### src/rtl/mw_pkg.sv
package mw_pkg;

  // master clock period select codes
  typedef enum logic [1:0] {
    SKSEL_P2  = 2'b00,
    SKSEL_P4  = 2'b01,
    SKSEL_P8  = 2'b10,
    SKSEL_P8B = 2'b11
  } sk_sel_e;

  // half period of the master shift clock, in system cycles
  function automatic logic [3:0] half_period(input logic [1:0] sel);
    case (sel)
      SKSEL_P2: half_period = 4'd1;
      SKSEL_P4: half_period = 4'd2;
      default:  half_period = 4'd4;
    endcase
  endfunction

endpackage

### src/rtl/mw_clkdiv.sv
module mw_clkdiv #(
  parameter int CNT_W = 3
) (
  input  logic       clk,
  input  logic       rst_n,
  input  logic       run,
  input  logic [1:0] clk_sel,
  output logic       sk,
  output logic       rise_stb,
  output logic       fall_stb
);
  logic [3:0]       half;
  logic [CNT_W-1:0] lim;
  logic [CNT_W-1:0] cnt;
  logic             tick;

  assign half     = mw_pkg::half_period(clk_sel);
  assign lim      = CNT_W'(half - 4'd1);
  assign tick     = run && (cnt == lim);
  assign rise_stb = tick && !sk;
  assign fall_stb = tick && sk;

  always_ff @(posedge clk or negedge rst_n) begin
    if (!rst_n) begin
      cnt <= '0;
      sk  <= 1'b0;
    end else if (!run) begin
      cnt <= '0;
      sk  <= 1'b0;
    end else if (tick) begin
      cnt <= '0;
      sk  <= ~sk;
    end else begin
      cnt <= cnt + 1'b1;
    end
  end
endmodule

### src/rtl/mw_sync.sv
module mw_sync #(
  parameter int WIDTH  = 2,
  parameter int STAGES = 2
) (
  input  logic             clk,
  input  logic             rst_n,
  input  logic [WIDTH-1:0] din,
  output logic [WIDTH-1:0] dout
);
  logic [WIDTH-1:0] stg [STAGES];

  always_ff @(posedge clk or negedge rst_n) begin
    if (!rst_n) begin
      for (int i = 0; i < STAGES; i++) stg[i] <= '0;
    end else begin
      stg[0] <= din;
      for (int i = 1; i < STAGES; i++) stg[i] <= stg[i-1];
    end
  end

  assign dout = stg[STAGES-1];
endmodule

### src/rtl/mw_shifter.sv
module mw_shifter #(
  parameter int DATA_W = 8
) (
  input  logic              clk,
  input  logic              rst_n,
  input  logic              load_en,
  input  logic [DATA_W-1:0] load_data,
  input  logic              start,
  input  logic              rise,
  input  logic              fall,
  input  logic              si,
  output logic [DATA_W-1:0] data,
  output logic              msb,
  output logic              last_fall
);
  localparam int BC_W = $clog2(DATA_W);

  logic [BC_W-1:0] bitcnt;
  logic            cap;

  assign msb       = data[DATA_W-1];
  assign last_fall = fall && (bitcnt == BC_W'(DATA_W - 1));

  always_ff @(posedge clk or negedge rst_n) begin
    if (!rst_n) begin
      data   <= '0;
      cap    <= 1'b0;
      bitcnt <= '0;
    end else begin
      if (load_en)   data <= load_data;
      else if (fall) data <= {data[DATA_W-2:0], cap};
      if (rise)      cap  <= si;
      if (start)     bitcnt <= '0;
      else if (fall) bitcnt <= bitcnt + 1'b1;
    end
  end
endmodule

### src/rtl/mw_shift_port.sv
module mw_shift_port #(
  parameter int DATA_W      = 8,
  parameter int SYNC_STAGES = 2,
  parameter int DIV_W       = 3
) (
  input  logic              clk,
  input  logic              rst_n,
  input  logic              port_en,
  input  logic              sk_int_cfg,
  input  logic              so_drive_cfg,
  input  logic [1:0]        clk_sel,
  input  logic              irq_en,
  input  logic              load_valid,
  input  logic [DATA_W-1:0] load_data,
  output logic              load_ready,
  input  logic              busy_set,
  input  logic              busy_clr,
  output logic              busy,
  output logic [DATA_W-1:0] shift_data,
  output logic              done_irq,
  input  logic              sk_in,
  input  logic              si_in,
  output logic              sk_out,
  output logic              sk_oe,
  output logic              so_out,
  output logic              so_oe
);
  logic       run, start, load_fire, master;
  logic       m_sk, m_rise, m_fall;
  logic [1:0] sync_q;
  logic       sk_s, si_s, sk_prev;
  logic       s_rise, s_fall;
  logic       rise, fall, si_sel, last_fall;

  assign master     = sk_int_cfg;
  assign load_ready = !busy;
  assign load_fire  = load_valid && load_ready;
  assign start      = busy_set && port_en && !busy && !busy_clr;
  assign run        = busy && !busy_clr;

  mw_clkdiv #(.CNT_W(DIV_W)) u_div (
    .clk      (clk),
    .rst_n    (rst_n),
    .run      (run && master),
    .clk_sel  (clk_sel),
    .sk       (m_sk),
    .rise_stb (m_rise),
    .fall_stb (m_fall)
  );

  mw_sync #(.WIDTH(2), .STAGES(SYNC_STAGES)) u_sync (
    .clk   (clk),
    .rst_n (rst_n),
    .din   ({sk_in, si_in}),
    .dout  (sync_q)
  );

  assign sk_s = sync_q[1];
  assign si_s = sync_q[0];

  always_ff @(posedge clk or negedge rst_n) begin
    if (!rst_n) sk_prev <= 1'b0;
    else        sk_prev <= sk_s;
  end

  assign s_rise = run && !master && sk_s && !sk_prev;
  assign s_fall = run && !master && !sk_s && sk_prev;

  assign rise   = master ? m_rise : s_rise;
  assign fall   = master ? m_fall : s_fall;
  assign si_sel = master ? si_in  : si_s;

  mw_shifter #(.DATA_W(DATA_W)) u_shift (
    .clk       (clk),
    .rst_n     (rst_n),
    .load_en   (load_fire),
    .load_data (load_data),
    .start     (start),
    .rise      (rise),
    .fall      (fall),
    .si        (si_sel),
    .data      (shift_data),
    .msb       (so_out),
    .last_fall (last_fall)
  );

  always_ff @(posedge clk or negedge rst_n) begin
    if (!rst_n) begin
      busy     <= 1'b0;
      done_irq <= 1'b0;
    end else begin
      if (start)          busy <= 1'b1;
      else if (busy_clr)  busy <= 1'b0;
      else if (last_fall) busy <= 1'b0;
      done_irq <= last_fall && irq_en;
    end
  end

  assign sk_out = m_sk;
  assign sk_oe  = port_en && sk_int_cfg;
  assign so_oe  = port_en && so_drive_cfg;
endmodule


### config.mk
export PLATFORM = sky130hd
export DESIGN_NAME = mw_shift_port
export DESIGN_NICKNAME = d
export VERILOG_FILES = /design/src/rtl/mw_pkg.sv /design/src/rtl/mw_clkdiv.sv /design/src/rtl/mw_sync.sv /design/src/rtl/mw_shifter.sv /design/src/rtl/mw_shift_port.sv
export SDC_FILE = /design/constraint.sdc
export NUM_CORES = 1
export LEC_CHECK = 0
export ABC_CLOCK_PERIOD_IN_PS = 2090
export BUFFER_PORTS_ARGS = -buffer_cell sky130_fd_sc_hd__buf_2
export CORE_MARGIN = 1
export CORE_UTILIZATION = 40
export CTS_BUF_LIST = sky130_fd_sc_hd__clkbuf_8
export DETAILED_ROUTE_END_ITERATION = 12
export SYNTH_ARGS = -nofsm -noshare
export SYNTH_HDL_FRONTEND = slang
export SYNTH_SLANG_ARGS = --single-unit
### constraint.sdc
create_clock -name clk -period 2.09 [get_ports clk]
set_input_delay 0.209 -clock clk [delete_from_list [all_inputs] [get_ports clk]]
set_output_delay 0.209 -clock clk [all_outputs]
set_load 0.005 [all_outputs]
==> summary.md, run 1 <==
| Metric | Value |
|---|---|
| Outcome | `finished, final reports clean` |
| EDFF count, synth | `0` |
| Hold_ws | `0.0451 ns` |
| Starting DRT DRC Count | `41` |
| I/O Pins | `36` |
| Final WL | `2.64 mm` |
| Setup TNS | `0 ns` |
| Synth Area in Compound Gates | `15.7%` |
| Routed Antenna Nets | `0` |
| Die area | `3380 um2` |
| Fin crit share | `83.4%` |
| Total GRT Usage | `17.9%` |
| Worst stage delay on the critical path | `0.38 ns` |
| Inst Count DP | `191` |
| Setup ws final | `0.347 ns` |
| Pint | `697 uW` |
| Min cycle time layout | `1.74 ns` |
| Grt peak-use layer | `met2` |
| Mapped Cells | `119` |
| Final #Nets | `180` |
| Initial antenna violation count | `0` |
| Root buf cell | `clkbuf_8` |
| First-pass GRT wire length | `4.61 mm` |
| CP cell instances | `buf_2, or2_2, ha_1, xor2_1, o211ai_2, buf_4, or3_1, nand3_1` |
| DRT Pass-1 Iters | `4` |
| Max clock buf depth | `2` |
| Max transition margin | `62.9%` |
| FP Rows | `19` |
| Total chip power | `954 uW` |
| Switching part of the total | `26.9%` |
| CP max FO | `12` |
| Vias/cell | `5.30` |
| Synth Register Bits | `23` |
| Avg WL per Cell | `13.5 um` |
| CP Capture Type | `flop` |
| Met2 Use GR | `28.6%` |
| Die Span Y | `58.1 um` |
| Ant. Diodes | `0` |
| Most frequently used flop master after synthesis | `dfrtp_1` |
| Mapped Nets | `144` |
| XOR/XNOR Fraction of Synth Area | `3.88%` |
| Synth Area in Adders | `3.98%` |
| CTS Buf Count | `3` |
| Layout cell share with drive strength beyond 1 | `30.5%` |
| Routed vias | `1039` |
| Largest net degree at the start of global routing | `24` |
| RSZ-0062 raised after global routing | `no` |
| IO buf count | `35` |
| Max H-tree Level | `1` |
| Top-area cell type share of the netlist area | `45.7%` |
| Psw | `257 uW` |
| Synthesized-area fraction occupied by and/or/nand/nor cells | `22.2%` |
| Max Clock Freq | `574 MHz` |
| Slew of the pin with the lowest slew margin | `0.555 ns` |
| Mux cell area share after synthesis | `4.17%` |
| Clk slew on worst S/H paths | `0.09 ns` |
| CP arrival | `1.95 ns` |
| Die width | `58.1 um` |
| Critical path class | `in -> reg` |
| Pre-CTS WS | `0.0687 ns` |
| GPL Wtd Cong | `0.764` |
| Slowest CP cell | `or3_1` |
| Final setup fails | `0` |
| Post-CTS setup buffers | `0` |
| Pwr per Cell Area | `632 nW/um2` |
| Vias in the first global route | `1007` |
| Post-DP HPWL | `1.90 mm` |
| Initial Util | `43.8%` |
| Peak VDD IR | `565 uV` |
| Synth area leader | `dfrtp_1` |
| Synth unique cells | `40` |
| Mapped Area | `1260 um2` |
| Worst Hold Class | `in -> reg` |
| Core footprint | `2880 um2` |
| Post-synthesis sequential area ratio | `45.7%` |
| Comb pwr share | `17.7%` |
| Most frequent cells after synthesis | `dfrtp_1, nand3_1, and2_1, nand2_1, a22oi_1` |
| GRT met1 Usage | `23.8%` |
| Gr ovfl total | `0` |
| Final Hold Fails | `0` |
| Worst Setup Start Kind | `input pin` |
| Yosys warns | `0` |
| Fill cell count | `269` |
| Pleak | `0.000754 uW` |
| Slew Limit Fails | `0` |
| GR Util met3 | `5.13%` |
| CP required | `2.30 ns` |
| Fin cells | `196` |
| Syn Area/Cell | `10.6 um2` |
| Area contributors post-synth | `dfrtp_1, nand3_1, and2_1` |
| Post-synth ARST share | `100%` |
| Drt drc | `0` |
| Largest family of logic cells by synthesized area | `simple AND/OR/NAND/NOR gates` |
| Area growth syn-to-layout | `20.0%` |
| MaxCap Viol Count | `0` |
| Seq pwr share | `52.6%` |
| Reg2Reg Setup Slack | `0.47 ns` |
| Worst skew pair latency | `0.27 ns` |
| Final Skew | `0.00443 ns` |
| Top-count cell post-synth | `dfrtp_1` |
| Clock Sinks | `23` |
| Clock Power Share | `29.7%` |
| CTS tree | `yes` |
-- what timing repair did --
item,in CTS,in global routing
hold buffers,1,0
resized for setup,0,0
hold endpoints to repair,23,0
-- logic make-up (layout without fill, tap and decap cells) --
kind of cell / after synthesis / in the layout
xor+xnor: 4 / 4
mux: 5 / 5
fa+ha+maj: 4 / 4
buf+inv: 10 / 45
flops: 23 / 23
compound gates: 23 / 23
simple gates: 50 / 50
-- flip-flops by register name, summed over array words and instances, names as in the netlist --
name            flops
u_shift.data        8
u_div.cnt           3
u_shift.bitcnt      3
u_sync.dout         2
u_sync.stg          2
busy                1
done_irq            1
sk_prev             1
u_div.sk            1
u_shift.cap         1
-- critical path: cells and delay by family --
kind            cells  cell delay, ns
compound gates      1            0.14
xor+xnor            1            0.24
fa+ha+maj           1            0.30
buf+inv             2            0.31
simple gates        3            0.76
-- cells in the final DEF, fill, tap and decap left out, drive strengths merged, types with 2 or more instances in the layout --
cell type  synthesis  final
and2               9      9
nand3b             2      2
nand3             15     15
o211ai             7      7
inv                4      4
and3b              2      2
nand2b             2      2
o2bb2a             2      2
nand2              8      8
xnor2              2      2
mux2               2      2
clkbuf             2      3
buf                4     36
ha                 4      4
dfrtp             23     23
mux2i              3      3
a22oi              7      7
and3               2      2
or3                2      2
nor2               3      3
-- area by class of cell --
cell class	count	area [um2]	share of cell area, %
Clock buffer	3	41.3	2.73
Clock inverter	1	5.00	0.331
Inverter	4	15.0	0.994
Multi-Input combinational cell	86	628	41.6
Sequential cell	23	576	38.1
Tap cell	42	52.6	3.48
Timing Repair Buffer	37	193	12.8
-- stage by stage --
step	cell area [um2]	util, %
global route	1510	52.5
floorplan	1260	-
global placement	1450	50.5
CTS	1510	52.5
finish	1510	52.5
detailed placement	1450	50.5
-- power by group through the flow --
stage          Combinational [uW]  Clock [uW]  Sequential [uW]
6_report                      169         283              501
5_1_grt                       194         308              507
4_1_cts                       172         290              502
3_5_place_dp                  169           0              510
3_3_place_gp                  167           0              509
2_1_floorplan                96.6           0              510
-- final timing paths --
kind | from | end | cells after the start
max | clk_sel[0] | u_shift.data[7] | 8
min | sk_in | u_sync.stg[3] | 1
max reg2reg | busy | u_shift.data[0] | 4
min reg2reg | u_sync.stg[3] | u_sync.dout[1] | 0
max in group asynchronous | rst_n | u_div.cnt[1] | 2
min in group asynchronous | rst_n | u_div.cnt[0] | 2
-- metal layers --
layer	up-vias	wire, um
li1	502	-
met1	497	1230
met2	36	1240
met3	4	144
met4	0	33
met5	-	0
Power figures use the tool's default switching activity.
==> run 2: changes to the inputs <==
--- a/config.mk
+++ b/config.mk
@@ -5,12 +5,13 @@
 export SDC_FILE = /design/constraint.sdc
 export NUM_CORES = 1
 export LEC_CHECK = 0
-export ABC_CLOCK_PERIOD_IN_PS = 2090
+export ABC_CLOCK_PERIOD_IN_PS = 1450
 export BUFFER_PORTS_ARGS = -buffer_cell sky130_fd_sc_hd__buf_2
 export CORE_MARGIN = 1
 export CORE_UTILIZATION = 40
 export CTS_BUF_LIST = sky130_fd_sc_hd__clkbuf_8
 export DETAILED_ROUTE_END_ITERATION = 12
+export PLACE_DENSITY = 0.67
 export SYNTH_ARGS = -nofsm -noshare
 export SYNTH_HDL_FRONTEND = slang
 export SYNTH_SLANG_ARGS = --single-unit
==> constraint.sdc (replaced) <==
create_clock -name clk -period 1.45 [get_ports clk]
set_input_delay 0.145 -clock clk [delete_from_list [all_inputs] [get_ports clk]]
set_output_delay 0.145 -clock clk [all_outputs]
set_load 0.005 [all_outputs]
==> run 2 against run 1 <==
The run now ends with negative setup slack left. Wire length increased by 9.7%. First-iteration DRC count decreased by 37%. Power is 48% higher. Sequential share of layout area down 4.4 points. Die area unchanged. Via count increased by 8.0%. Sequential power grew 44%. Cell count increased by 7.7%. Worst setup slack worse by 0.43 ns. Register-to-register slack got worse by 0.53 ns. Flip-flop and latch count did not move. Combinational power increased by 80%. Largest cell class unchanged. Largest power group unchanged.
==> summary.md, run 2 (synthesis results as in run 1) <==
| Metric | Value |
|---|---|
| Failing checks | `negative setup slack` |
| Hold EP | `u_sync.stg[2]` |
| Layout cell share with drive strength beyond 1 | `40.2%` |
| Most flops, register | `u_shift.data` |
| GPL Wtd Cong | `0.830` |
| Worst Hold Class | `in -> reg` |
| CTS tree | `yes` |
| Post-layout instance area | `1710 um2` |
| Routed vias | `1122` |
| Root buf cell | `clkbuf_8` |
| Max clock buf depth | `2` |
| Max reg flops | `8` |
| I/O Pins | `36` |
| Hold wc startpoint | `si_in` |
| Area growth syn-to-layout | `35.5%` |
| Most frequent cells in the layout | `buf_2, dfrtp_1, nand3_1` |
| Reg2Reg Depth | `5` |
| Top flop regs | `u_shift.data: 8 flops, u_div.cnt: 3 flops, u_shift.bitcnt: 3 flops` |
| Fin crit share | `106%` |
| Commonest non-fill, non-tap cell in the layout | `buf_2` |
| Final WL | `2.90 mm` |
| Final setup fails | `5` |
| Core footprint | `2880 um2` |
| Peak VDD IR | `428 uV` |
| Clock Sinks | `23` |
| Gr ovfl total | `0` |
| Worst Setup Start Kind | `input pin` |
| Initial Util | `43.8%` |
| Worst r2r src | `u_div.cnt[0]` |
| FP Rows | `19` |
| Hold_ws | `0.00751 ns` |
| Area after DPL | `1570 um2` |
| Reg2Reg Setup Slack | `-0.06 ns` |
| Die area | `3380 um2` |
| Max transition margin | `65.2%` |
| CP required | `1.65 ns` |
| Routed Antenna Nets | `0` |
| Total chip power | `1420 uW` |
| DRT Pass-1 Iters | `4` |
| Critical path class | `in -> reg` |
| RSZ-0062 raised after global routing | `yes` |
| MaxCap Viol Count | `0` |
| CTS Buf Count | `3` |
| Outcome | `complete, but fails checks` |
| Post-DP HPWL | `2.09 mm` |
| Top Layer Used | `met4` |
| Max H-tree Level | `1` |
| Fill cell count | `265` |
| Post-Route M1 WL | `1.30 mm` |
| Largest net degree at the start of global routing | `24` |
| Initial antenna violation count | `0` |
| Final #Nets | `195` |
| Slew of the pin with the lowest slew margin | `0.522 ns` |
| Setup TNS | `-0.209 ns` |
| Total GRT Usage | `17.6%` |
| Final Hold Fails | `0` |
| Setup ws final | `-0.0850 ns` |
| Pleak | `0.000849 uW` |
| Final Skew | `0.00177 ns` |
| Vias/cell | `5.32` |
| Min cycle time layout | `1.53 ns` |
| Metal2 WL | `1.43 mm` |
| Vias in the first global route | `1089` |
| Pre-CTS WS | `-0.317 ns` |
| Max Clock Freq | `651 MHz` |
| CP Capture Type | `flop` |
| Slew Limit Fails | `0` |
| First-pass GRT wire length | `4.51 mm` |
| Worst skew pair latency | `0.26 ns` |
| CP arrival | `1.74 ns` |
| IO buf count | `35` |
| Worst r2r dst | `u_shift.data[7]` |
| Starting DRT DRC Count | `26` |
| Pwr per Cell Area | `830 nW/um2` |
| Avg WL per Cell | `13.7 um` |
| Drt drc | `0` |
| Routed wl met3 | `114 um` |
| CP max FO | `12` |
| Hold depth | `1` |
| Ant. Diodes | `0` |
| Clk slew on worst S/H paths | `0.08 ns` |
| Die Span Y | `58.1 um` |
| Die width | `58.1 um` |
[run 2: critical path, stage by stage]
cell      delay [ns]
buf_6           0.09
or2_4           0.24
ha_4            0.15
xnor3_1         0.33
o211ai_2        0.15
buf_6           0.17
or3_1           0.36
nand3_1         0.09
[run 2: how the worst max path moves through the flow]
stage / startpoint / to / slack [ns] / cells after the start
2_1_floorplan: clk_sel[0] / u_shift.cap / -0.13 / 6
3_3_place_gp: clk_sel[0] / u_shift.data[0] / -0.27 / 8
3_5_place_dp: clk_sel[0] / u_shift.data[0] / -0.32 / 8
4_1_cts: u_div.cnt[0] / u_shift.bitcnt[0] / -0.05 / 5
5_1_grt: u_div.cnt[0] / u_shift.cap / -0.14 / 4
6_report: clk_sel[0] / u_shift.data[7] / -0.08 / 8
[run 2: routing by layer]
metal	vias up	track usage, %
li1	536	-
met3	6	2.90
met2	37	29.7
met4	0	7.82
met1	543	22.0
met5	-	0
[run 2: power by group]
part / internal [uW] / switching (uW)
clock: 189 / 200
combinational: 162 / 142
sequential: 693 / 30.2
[run 2: what timing repair did]
item	in CTS	in global routing
setup buffers	0	1
resized for setup	4	7
hold buffers	2	0
pin swaps	2	4
setup endpoints to repair	10	14
endpoints found under the hold margin	24	0
[run 2: layout make-up]
type / instances / area [um2] / area share (%)
Tap cell: 42 / 52.6 / 3.08
Sequential cell: 23 / 576 / 33.7
Clock inverter: 1 / 3.75 / 0.220
Timing Repair Buffer: 52 / 324 / 19.0
Inverter: 4 / 15.0 / 0.880
Multi-Input combinational cell: 86 / 693 / 40.6
Clock buffer: 3 / 41.3 / 2.42
[run 2: metrics by stage]
stage          instances  util [%]
2_1_floorplan        119         -
3_3_place_gp         204      54.7
3_5_place_dp         204      54.7
4_1_cts              210      57.7
5_1_grt              211      59.3
6_report             211      59.3
==> run 3: changes to the inputs <==
--- a/config.mk
+++ b/config.mk
@@ -11,7 +11,9 @@
 export CORE_UTILIZATION = 40
 export CTS_BUF_LIST = sky130_fd_sc_hd__clkbuf_8
 export DETAILED_ROUTE_END_ITERATION = 12
+export MAX_ROUTING_LAYER = met4
 export PLACE_DENSITY = 0.67
+export SETUP_SLACK_MARGIN = 0.15
 export SYNTH_ARGS = -nofsm -noshare
 export SYNTH_HDL_FRONTEND = slang
 export SYNTH_SLANG_ARGS = --single-unit
==> run 3 against run 2 <==
The flow still finishes with violations (negative setup slack). Sequential share of layout area shrank 0.074 points. Maximum frequency grew 2.6%. Non-clock buffer count grew 1.
==> summary.md, run 3 (synthesis results as in run 1) <==
| Metric | Value |
|---|---|
| Area after DPL | `1570 um2` |
| Comb pwr share | `21.3%` |
| CP max FO | `12` |
| Slew Limit Fails | `0` |
| Most frequent cells in the layout | `buf_2, dfrtp_1, nand3_1` |
| Final #Nets | `196` |
| Commonest non-fill, non-tap cell in the layout | `buf_2` |
| Pleak | `0.000849 uW` |
| Max reg flops | `8` |
| Die Span Y | `58.1 um` |
| FF+latch area | `576 um2` |
| Setup ws final | `-0.0454 ns` |
| Failing checks | `negative setup slack` |
| Footprint of the multi-input gates | `682 um2` |
| FP Rows | `19` |
| Final Hold Fails | `0` |
| Outcome | `complete, but fails checks` |
| DRT Pass-1 Iters | `4` |
| Top flop regs | `u_shift.data: 8 flops, u_div.cnt: 3 flops, u_shift.bitcnt: 3 flops` |
| RSZ-0062 raised after global routing | `yes` |
| Critical path class | `in -> reg` |
| Pint | `1040 uW` |
| I/O Pins | `36` |
| CP arrival | `1.70 ns` |
| First-pass GRT wire length | `4.48 mm` |
| Psw | `370 uW` |
| Total chip power | `1410 uW` |
| Pre-CTS WS | `-0.307 ns` |
| Switching part of the total | `26.2%` |
| Ant. Diodes | `0` |
| Avg WL per Cell | `13.3 um` |
| Area growth syn-to-layout | `35.8%` |
| Clock Sinks | `23` |
| Min cycle time layout | `1.50 ns` |
| Starting DRT DRC Count | `46` |
| Vias in the first global route | `1018` |
| Seq pwr share | `51.2%` |
| Layout cell share with drive strength beyond 1 | `40.6%` |
| Setup TNS | `-0.0816 ns` |
| Post-layout instance area | `1710 um2` |
| Final WL | `2.82 mm` |
| Final setup fails | `2` |
| Core footprint | `2880 um2` |
| Root buf cell | `clkbuf_8` |
| Drt drc | `0` |
| Initial antenna violation count | `0` |
| Routed Antenna Nets | `0` |
| Slew of the pin with the lowest slew margin | `0.519 ns` |
| IO buf count | `35` |
| Peak VDD IR | `429 uV` |
| Gr ovfl total | `0` |
| Clk slew on worst S/H paths | `0.08 ns` |
| Worst Setup Start Kind | `input pin` |
| Largest net degree at the start of global routing | `24` |
| Worst skew pair latency | `0.26 ns` |
| Die width | `58.1 um` |
| Max H-tree Level | `1` |
| GPL Wtd Cong | `0.843` |
| Initial Util | `43.8%` |
| Die area | `3380 um2` |
| CP required | `1.65 ns` |
| Post-DP HPWL | `2.10 mm` |
| Max Clock Freq | `669 MHz` |
| Most flops, register | `u_shift.data` |
| Worst Hold Class | `in -> reg` |
| Vias/cell | `5.15` |
| Fill cell count | `265` |
| CP Capture Type | `flop` |
| CTS Buf Count | `3` |
| MaxCap Viol Count | `0` |
| Clock Power Share | `27.5%` |
| Fin util | `59.4%` |
| Routed vias | `1092` |
| Max clock buf depth | `2` |
| Total GRT Usage | `18.0%` |
| Max transition margin | `65.4%` |
| CTS tree | `yes` |
| Final Skew | `0.00644 ns` |
| Fin crit share | `103%` |
| Pwr per Cell Area | `827 nW/um2` |
[run 3: final timing paths]
kind                                    start               to  slack, ns  cells after the start
worst max-delay path               clk_sel[0]  u_shift.data[7]      -0.05                      8
worst min-delay path                    si_in    u_sync.stg[2]       0.01                      1
worst max register to register   u_div.cnt[0]  u_shift.data[7]      -0.03                      6
worst min register to register  u_sync.stg[2]   u_sync.dout[0]       0.35                      0
max in group asynchronous               rst_n             busy       0.70                      2
min in group asynchronous               rst_n  u_shift.data[3]       0.39                      2
[run 3: critical path, stage by stage]
cell and delay, ns:
buf_6 0.09, or2_4 0.24, ha_4 0.15, xnor3_1 0.32
o211ai_2 0.13, buf_6 0.17, or3_1 0.36, nand3_1 0.08
[run 3: through the flow]
stage / hold slack (ns) / std cells
2_1_floorplan: -0.151 / 119
3_3_place_gp: 0.153 / 204
3_5_place_dp: 0.154 / 204
4_1_cts: 0.00474 / 210
5_1_grt: 0.00610 / 212
6_report: 0.00964 / 212
[run 3: final cells by class]
class	instances	share of cell area [%]
multi-input cells	86	39.9
flip-flops and latches	23	33.7
repair buffers	53	19.8
well taps	42	3.07
clock buffers	3	2.42
inverters	4	0.878
clock inverters	1	0.220
[run 3: metal layers]
metal,global-route usage [%],vias to the layer above,share of wire (%)
met4,5.10,0,0.50
met2,29.4,39,48
li1,-,534,-
met5,-,-,0
met1,23.4,517,46
met3,2.68,2,5.4
[run 3: timing repair]
action	CTS	global route
hold endpoints to repair	24	0
setup buffers	0	2
pin swaps	3	3
hold buffers	2	0
endpoints found under the setup margin	18	18
resized for setup	6	6
[run 3: power by group through the flow]
stage               clock network, uW  logic [uW]  registers [uW]
finish                            389         301             724
floorplan                           0         146             735
global placement                    0         267             731
detailed placement                  0         273             736
CTS                               398         287             724
global route                      427         332             731
